**config.mk**
```make
export PLATFORM = sky130hd
export DESIGN_NAME = cwf_line_fill
export DESIGN_NICKNAME = d
export VERILOG_FILES = /design/src/rtl/cwf_pkg.sv /design/src/rtl/cwf_order_gen.sv /design/src/rtl/cwf_line_buf.sv /design/src/rtl/cwf_line_fill.sv
export SDC_FILE = /design/constraint.sdc
export NUM_CORES = 1
export LEC_CHECK = 0
export CAP_MARGIN = 20
export CORE_MARGIN = 10
export CORE_UTILIZATION = 50
export CTS_BUF_LIST = sky130_fd_sc_hd__clkbuf_16
export CTS_CLUSTER_DIAMETER = 60
export CTS_CLUSTER_SIZE = 30
export DETAILED_ROUTE_END_ITERATION = 8
export PLACE_DENSITY = 0.83
export SLEW_MARGIN = 20
export SYNTH_ARGS = -nofsm -noshare
export SYNTH_HDL_FRONTEND = slang
export SYNTH_SLANG_ARGS = --single-unit
```
**constraint.sdc**
```tcl
create_clock -name clk -period 11.5 [get_ports clk]
set_input_delay 1.15 -clock clk [delete_from_list [all_inputs] [get_ports clk]]
set_output_delay 1.15 -clock clk [all_outputs]
set_load 0.01 [all_outputs]
```
**src/rtl/cwf_pkg.sv**
```systemverilog
package cwf_pkg;
    typedef enum logic [0:0] {
        ST_IDLE = 1'b0,
        ST_FILL = 1'b1
    } fill_state_e;
endpackage

```
**src/rtl/cwf_order_gen.sv**
```systemverilog
module cwf_order_gen #(
    parameter int WORDS      = 8,
    parameter int CRIT_FIRST = 1,
    parameter int OFF_W      = $clog2(WORDS)
) (
    input  logic             clk,
    input  logic             rst_n,
    input  logic             load,
    input  logic [OFF_W-1:0] miss_off,
    input  logic             step,
    output logic [OFF_W-1:0] cur_off,
    output logic             last
);
    localparam int CNT_W = OFF_W + 1;

    logic [OFF_W-1:0] start_off;
    logic [CNT_W-1:0] taken;

    generate
        if (CRIT_FIRST != 0) begin : g_wrap
            assign start_off = miss_off;
        end else begin : g_seq
            assign start_off = '0;
        end
    endgenerate

    always_ff @(posedge clk) begin
        if (!rst_n) begin
            cur_off <= '0;
            taken   <= '0;
        end else if (load) begin
            cur_off <= start_off;
            taken   <= '0;
        end else if (step) begin
            cur_off <= (cur_off == OFF_W'(WORDS - 1)) ? '0 : cur_off + 1'b1;
            taken   <= taken + 1'b1;
        end
    end

    assign last = (taken == CNT_W'(WORDS - 1));
endmodule

```
**src/rtl/cwf_line_buf.sv**
```systemverilog
module cwf_line_buf #(
    parameter int WORDS  = 8,
    parameter int DATA_W = 32,
    parameter int OFF_W  = $clog2(WORDS)
) (
    input  logic              clk,
    input  logic              rst_n,
    input  logic              clear,
    input  logic              wr_en,
    input  logic [OFF_W-1:0]  wr_off,
    input  logic [DATA_W-1:0] wr_data,
    input  logic [OFF_W-1:0]  rd_off,
    output logic [DATA_W-1:0] rd_data,
    output logic              rd_arrived
);
    logic [DATA_W-1:0] store [WORDS];
    logic [WORDS-1:0]  arrived;

    always_ff @(posedge clk) begin
        if (wr_en) begin
            store[wr_off] <= wr_data;
        end
    end

    always_ff @(posedge clk) begin
        if (!rst_n || clear) begin
            arrived <= '0;
        end else if (wr_en) begin
            arrived[wr_off] <= 1'b1;
        end
    end

    assign rd_data    = store[rd_off];
    assign rd_arrived = arrived[rd_off];
endmodule

```
**src/rtl/cwf_line_fill.sv**
```systemverilog
module cwf_line_fill
    import cwf_pkg::*;
#(
    parameter int ADDR_W     = 12,
    parameter int DATA_W     = 32,
    parameter int WORDS      = 8,
    parameter int CRIT_FIRST = 1,
    parameter int OFF_W      = $clog2(WORDS)
) (
    input  logic              clk,
    input  logic              rst_n,
    input  logic              miss_valid,
    input  logic [ADDR_W-1:0] miss_addr,
    output logic              miss_ready,
    output logic              busy,
    output logic              line_valid,
    output logic              mem_req,
    output logic [ADDR_W-1:0] mem_addr,
    input  logic              mem_rvalid,
    input  logic [DATA_W-1:0] mem_rdata,
    output logic              cpu_valid,
    output logic [DATA_W-1:0] cpu_data,
    input  logic              rd_req,
    input  logic [OFF_W-1:0]  rd_off,
    output logic              rd_hit,
    output logic              rd_stall,
    output logic [DATA_W-1:0] rd_data
);
    localparam int BASE_W = ADDR_W - OFF_W;

    fill_state_e       state, state_nx;
    logic [BASE_W-1:0] line_base;
    logic [OFF_W-1:0]  need_off;
    logic [OFF_W-1:0]  cur_off;
    logic              last_word;
    logic              accept;
    logic              take;
    logic              arrived;

    assign accept = (state == ST_IDLE) && miss_valid;
    assign take   = (state == ST_FILL) && mem_rvalid;

    always_comb begin
        state_nx = state;
        unique case (state)
            ST_IDLE: if (accept) state_nx = ST_FILL;
            ST_FILL: if (take && last_word) state_nx = ST_IDLE;
        endcase
    end

    always_ff @(posedge clk) begin
        if (!rst_n) begin
            state      <= ST_IDLE;
            line_base  <= '0;
            need_off   <= '0;
            line_valid <= 1'b0;
        end else begin
            state <= state_nx;
            if (accept) begin
                line_base  <= miss_addr[ADDR_W-1:OFF_W];
                need_off   <= miss_addr[OFF_W-1:0];
                line_valid <= 1'b0;
            end else if (take && last_word) begin
                line_valid <= 1'b1;
            end
        end
    end

    always_comb begin
        miss_ready = 1'b0;
        busy       = 1'b0;
        mem_req    = 1'b0;
        cpu_valid  = 1'b0;
        unique case (state)
            ST_IDLE: miss_ready = 1'b1;
            ST_FILL: begin
                busy      = 1'b1;
                mem_req   = 1'b1;
                cpu_valid = mem_rvalid && (cur_off == need_off);
            end
        endcase
        mem_addr = {line_base, cur_off};
        cpu_data = mem_rdata;
        rd_hit   = rd_req && arrived;
        rd_stall = rd_req && !arrived;
    end

    cwf_order_gen #(
        .WORDS(WORDS), .CRIT_FIRST(CRIT_FIRST), .OFF_W(OFF_W)
    ) u_order (
        .clk(clk), .rst_n(rst_n), .load(accept),
        .miss_off(miss_addr[OFF_W-1:0]), .step(take),
        .cur_off(cur_off), .last(last_word)
    );

    cwf_line_buf #(
        .WORDS(WORDS), .DATA_W(DATA_W), .OFF_W(OFF_W)
    ) u_buf (
        .clk(clk), .rst_n(rst_n), .clear(accept),
        .wr_en(take), .wr_off(cur_off), .wr_data(mem_rdata),
        .rd_off(rd_off), .rd_data(rd_data), .rd_arrived(arrived)
    );
endmodule

```
==> reports/summary.md <==
The flow ran to the end, and the final reports show no timing, DRC or antenna violations. Detailed routing placed a total of 1.74 mm of wire on met3. Slowest library cell on the worst path: sky130_fd_sc_hd__buf_4. For the setup TNS, the log shows 0 ns. The switching part of the total power was 0.209; the total iterations of the first detailed-routing run was 4. Setup repair after global routing left no endpoint under its margin. The run gives 0.335 as the fraction of power consumed by the clock network. In the synthesized netlist, the cells that appear most often are 256 x sky130_fd_sc_hd__edfxtp_1, 64 x sky130_fd_sc_hd__mux4_2, 33 x sky130_fd_sc_hd__buf_4. For the final worst setup slack, the log shows 6.44 ns.

The number of global-route vias before repair is 5799. The cell family with the largest share of critical-path delay is buffers and inverters. After layout, the minimum clock period comes to 5.06 ns. The final cell area excluding filler cells was 13100 um^2. STA classifies the critical path startpoint as an input port. STA puts the critical path data arrival time at 3.91 ns.

The endpoint identified for the worst register-to-register timing path is u_buf.store[6][5]. Traced cell by cell, the critical path runs through buf_4, buf_4, nor2b_1, a2111oi_0, o31a_1, clkdlybuf4s50_1. The boundary pin count was 135. The most common cell in the netlist is sky130_fd_sc_hd__edfxtp_1. At the end of routability-driven placement, the weighted congestion stood at 0.765. The synthesized netlist occupies a cell area of 11100 um^2.

Across all hold checks on the routed design, the worst slack comes to 0.462 ns. The end-of-flow core utilization was 0.600; the share of the clock period used by the worst path after layout was 0.440. For the total placed cells including tap cells, the log shows 912. The clock buffer count from CTS was 16; the proportion of netlist area held by the largest area contributor was 0.692. In this run, post-CTS hold repair placed 0 buffers. The overall track demand over capacity in global routing is 0.153, and the routed length on met2 is 11.2 mm.

The class of the tightest hold or removal check is reg -> reg. At the worst endpoint, the required time is 10.35 ns. The logs give 0.081 for the share of total power in combinational logic and 0.584 for the relative contribution of sequential cells to total power. The logs give 28600 um^2 for the die outline area and 9.10 mm for the wire length on met1. The first global-routing pass estimated 34.1 mm of wire. Setup violations remaining at the end of the flow were counted as 0. The critical-path maximum fanout came out at 43. For the final-report hold violation count, the log shows 0.

Leaving out filler cells and counting taps, the final layout contains 940. The power per cell area was 150 nW/um^2; the flop-to-flop setup slack was 8.76 ns. For the pin with the worst max-slew slack, the measured transition is 0.962 ns.

In this run, synthesis inferred 256 flip-flops with an integrated enable. The number of pins with negative max-slew slack in the final report came out at 0. After legalization and detailed placement, the total HPWL measured 13.5 mm. In this run the horizontal extent of the chip is 169 um. Fill cells in the final layout number 1507.

Post-synthesis register bit count: 285. The tools report the count of antenna-violating nets left after detailed routing as 0. The row count is 54, and the total congestion overflow after global routing is 0. The average instance in the mapped netlist occupies 20.2 um^2.

The tools report the post-route DRC violation count as 0. The design draws 1.96 mW. The final layout contains 705 nets.

Top flip-flop cell by instance count after synthesis: sky130_fd_sc_hd__edfxtp_1. The worst-skew pair later-pin latency is 0.50 ns, and the count of warnings emitted by yosys is 0. The number of antenna diodes in the final layout is 0. In the final routed layout, each cell accounts on average for 23.6 um. Source of the worst hold timing path: line_valid.

Measured along the y axis, the die boundary spans 169 um. The logs give 0.411 mW for the net switching power figure and 0.744 for the share of synthesized area occupied by flip-flops and latches. Ratio of cells with drive above 1 in the final layout: 0.224. The logs give 0 for the initial antenna violation count and 12500 um^2 for the area of placed instances. The peak supply drop is 112 uV. The tools report the worst clock skew on the final layout as 0.0248 ns.

Synthesis handed over a netlist of 549 instances. The count of different cell masters after synthesis was 37; the depth of the critical timing path with buffers and inverters included was 6. The maximum frequency from static timing analysis is 0.198 GHz, and the share of synthesized flip-flops with an asynchronous set or reset is 0. The logs give 0.359 for the worst slew margin relative to its limit and 22.2 mm for the detailed-route wire length. Of all cell types, the one taking the most synthesized area is sky130_fd_sc_hd__edfxtp_1.

Top routing layer in use: met4. STA classifies the critical path endpoint as a primary output. The run gives 0 as the count of buffers added by post-CTS timing repair for setup. In the post-synthesis netlist, the biggest area contributors are sky130_fd_sc_hd__edfxtp_1 69%, sky130_fd_sc_hd__mux4_2 13%, sky130_fd_sc_hd__dfxtp_1 5.2%. Post-synthesis to final-layout area growth: 17.9%. The critical path in this run is classified as in -> out. Entering global routing, the biggest net connects 69 pins.

Clock-pin slew was measured on the worst setup and hold paths at 0.08 ns. CTS placed an instance of sky130_fd_sc_hd__clkbuf_16 at the clock tree root. The routed layout has 5348 vias.

In this run the static leakage power is 4.19 nW. Gates resized during post-CTS repair numbered 0. Counting both buffers and inverters, the worst setup path holds a total of 3.

The routed via count divided by cell count is 5.69. Among the stages of the critical path, the cell type that occurs most often is sky130_fd_sc_hd__buf_4. The area taken by flip-flops and latches was 8270 um^2. The terminating pin of the worst hold path was line_valid.

For the area of the core, the log shows 21800 um^2. The logs give 0.509 for the initial standard-cell utilization of the core and 1 for the number of levels in the clock H-tree. The number of input and output port buffers inserted came out at 134. The number of nets in the synthesized netlist was 604; the max-capacitance violation count was 0. Timing analysis after detailed placement gives a worst setup slack of 6.41 ns. The cell depth of the worst min-delay path is 2, and the clock sink count is 285. The launching point of the worst reg2reg path is state. The tools report the multi-input logic area as 2480 um^2.

The length in cells of the worst reg-to-reg path works out to 3. TritonCTS built the clock tree. The largest single stage delay on the critical path is 0.73 ns. Cell internal power was estimated by the tool at 1.55 mW. The maximum root-to-sink buffer count came out at 3. In this run, the number of DRC markers left after iteration 0 of detailed routing was 294.
==> worst min-delay path, cell delays in order (launching register included) <==
cell and delay (ns):
sky130_fd_sc_hd__dfxtp_1 0.32, sky130_fd_sc_hd__inv_1 0.05, sky130_fd_sc_hd__a21oi_1 0.05
==> worst max path at each step <==
stage	start	endpoint	slack (ns)
final	rd_off[0]	rd_stall	6.44
after global routing	rd_off[0]	rd_stall	6.09
after CTS	rd_off[0]	rd_stall	6.37
after detailed placement	rd_off[0]	rd_stall	6.41
after global placement	rd_off[0]	rd_stall	6.47
after floorplan	mem_rvalid	u_buf.store[4][0]	6.32
==> metal layers <==
metal  global-route usage  up-vias
met4               0.0274        0
met1                0.196     2788
met3               0.0449       18
met2                0.256      173
li1                     -     2369
met5                    0        -
==> power groups by stage <==
stage          clock network, mW  logic (mW)  registers (mW)
5_1_grt                    0.713       0.172            1.15
2_1_floorplan                  0      0.0855            1.17
6_report                   0.657       0.159            1.15
4_1_cts                    0.672       0.162            1.15
3_5_place_dp                   0       0.161            1.17
3_3_place_gp                   0       0.157            1.17
==> sequential cells by signal (all words and copies together) (netlist names) <==
| name | count |
|---|---|
| u_buf.store | 256 |
| line_valid | 1 |
| u_buf.arrived | 8 |
| state | 1 |
| need_off | 3 |
| u_order.cur_off | 3 |
| line_base | 9 |
| u_order.taken | 4 |
==> logic make-up after synthesis <==
group                    count (synthesis)  synth area share
flip-flops                             285             0.744
multiplexers                            99             0.167
buffers and inverters                   65            0.0374
AND/OR/NAND/NOR                         60            0.0259
AO/OA/AOI/OAI                           32            0.0180
XOR/XNOR                                 5           0.00394
adder cells (fa/ha/maj)                  3           0.00338
==> layout make-up <==
class | instances | area share
Clock buffer | 17 | 0.0325
Clock inverter | 11 | 0.0116
Inverter | 3 | 0.000860
Multi-Input combinational cell | 199 | 0.189
Sequential cell | 285 | 0.631
Tap cell | 280 | 0.0267
Timing Repair Buffer | 145 | 0.108
==> placed cells by master, fill, tap and decap left out, types with 2 or more instances in the layout <==
cell type / instances
sky130_fd_sc_hd__dfxtp_1: 29
sky130_fd_sc_hd__bufinv_16: 2
sky130_fd_sc_hd__nand2_1: 28
sky130_fd_sc_hd__clkbuf_16: 17
sky130_fd_sc_hd__nand2b_1: 4
sky130_fd_sc_hd__mux2_4: 6
sky130_fd_sc_hd__inv_6: 4
sky130_fd_sc_hd__nor2_1: 4
sky130_fd_sc_hd__nor2b_1: 2
sky130_fd_sc_hd__a31oi_1: 2
sky130_fd_sc_hd__clkinv_4: 2
sky130_fd_sc_hd__nor2_4: 2
sky130_fd_sc_hd__buf_4: 13
sky130_fd_sc_hd__nor3_2: 3
sky130_fd_sc_hd__inv_1: 4
sky130_fd_sc_hd__clkdlybuf4s50_1: 131
sky130_fd_sc_hd__nand3_1: 8
sky130_fd_sc_hd__mux4_2: 64
sky130_fd_sc_hd__a21oi_1: 16
sky130_fd_sc_hd__ha_1: 3
sky130_fd_sc_hd__o21a_1: 8
sky130_fd_sc_hd__edfxtp_1: 256
sky130_fd_sc_hd__mux2_2: 28
sky130_fd_sc_hd__xor2_1: 5
Power figures use the tool's default switching activity.
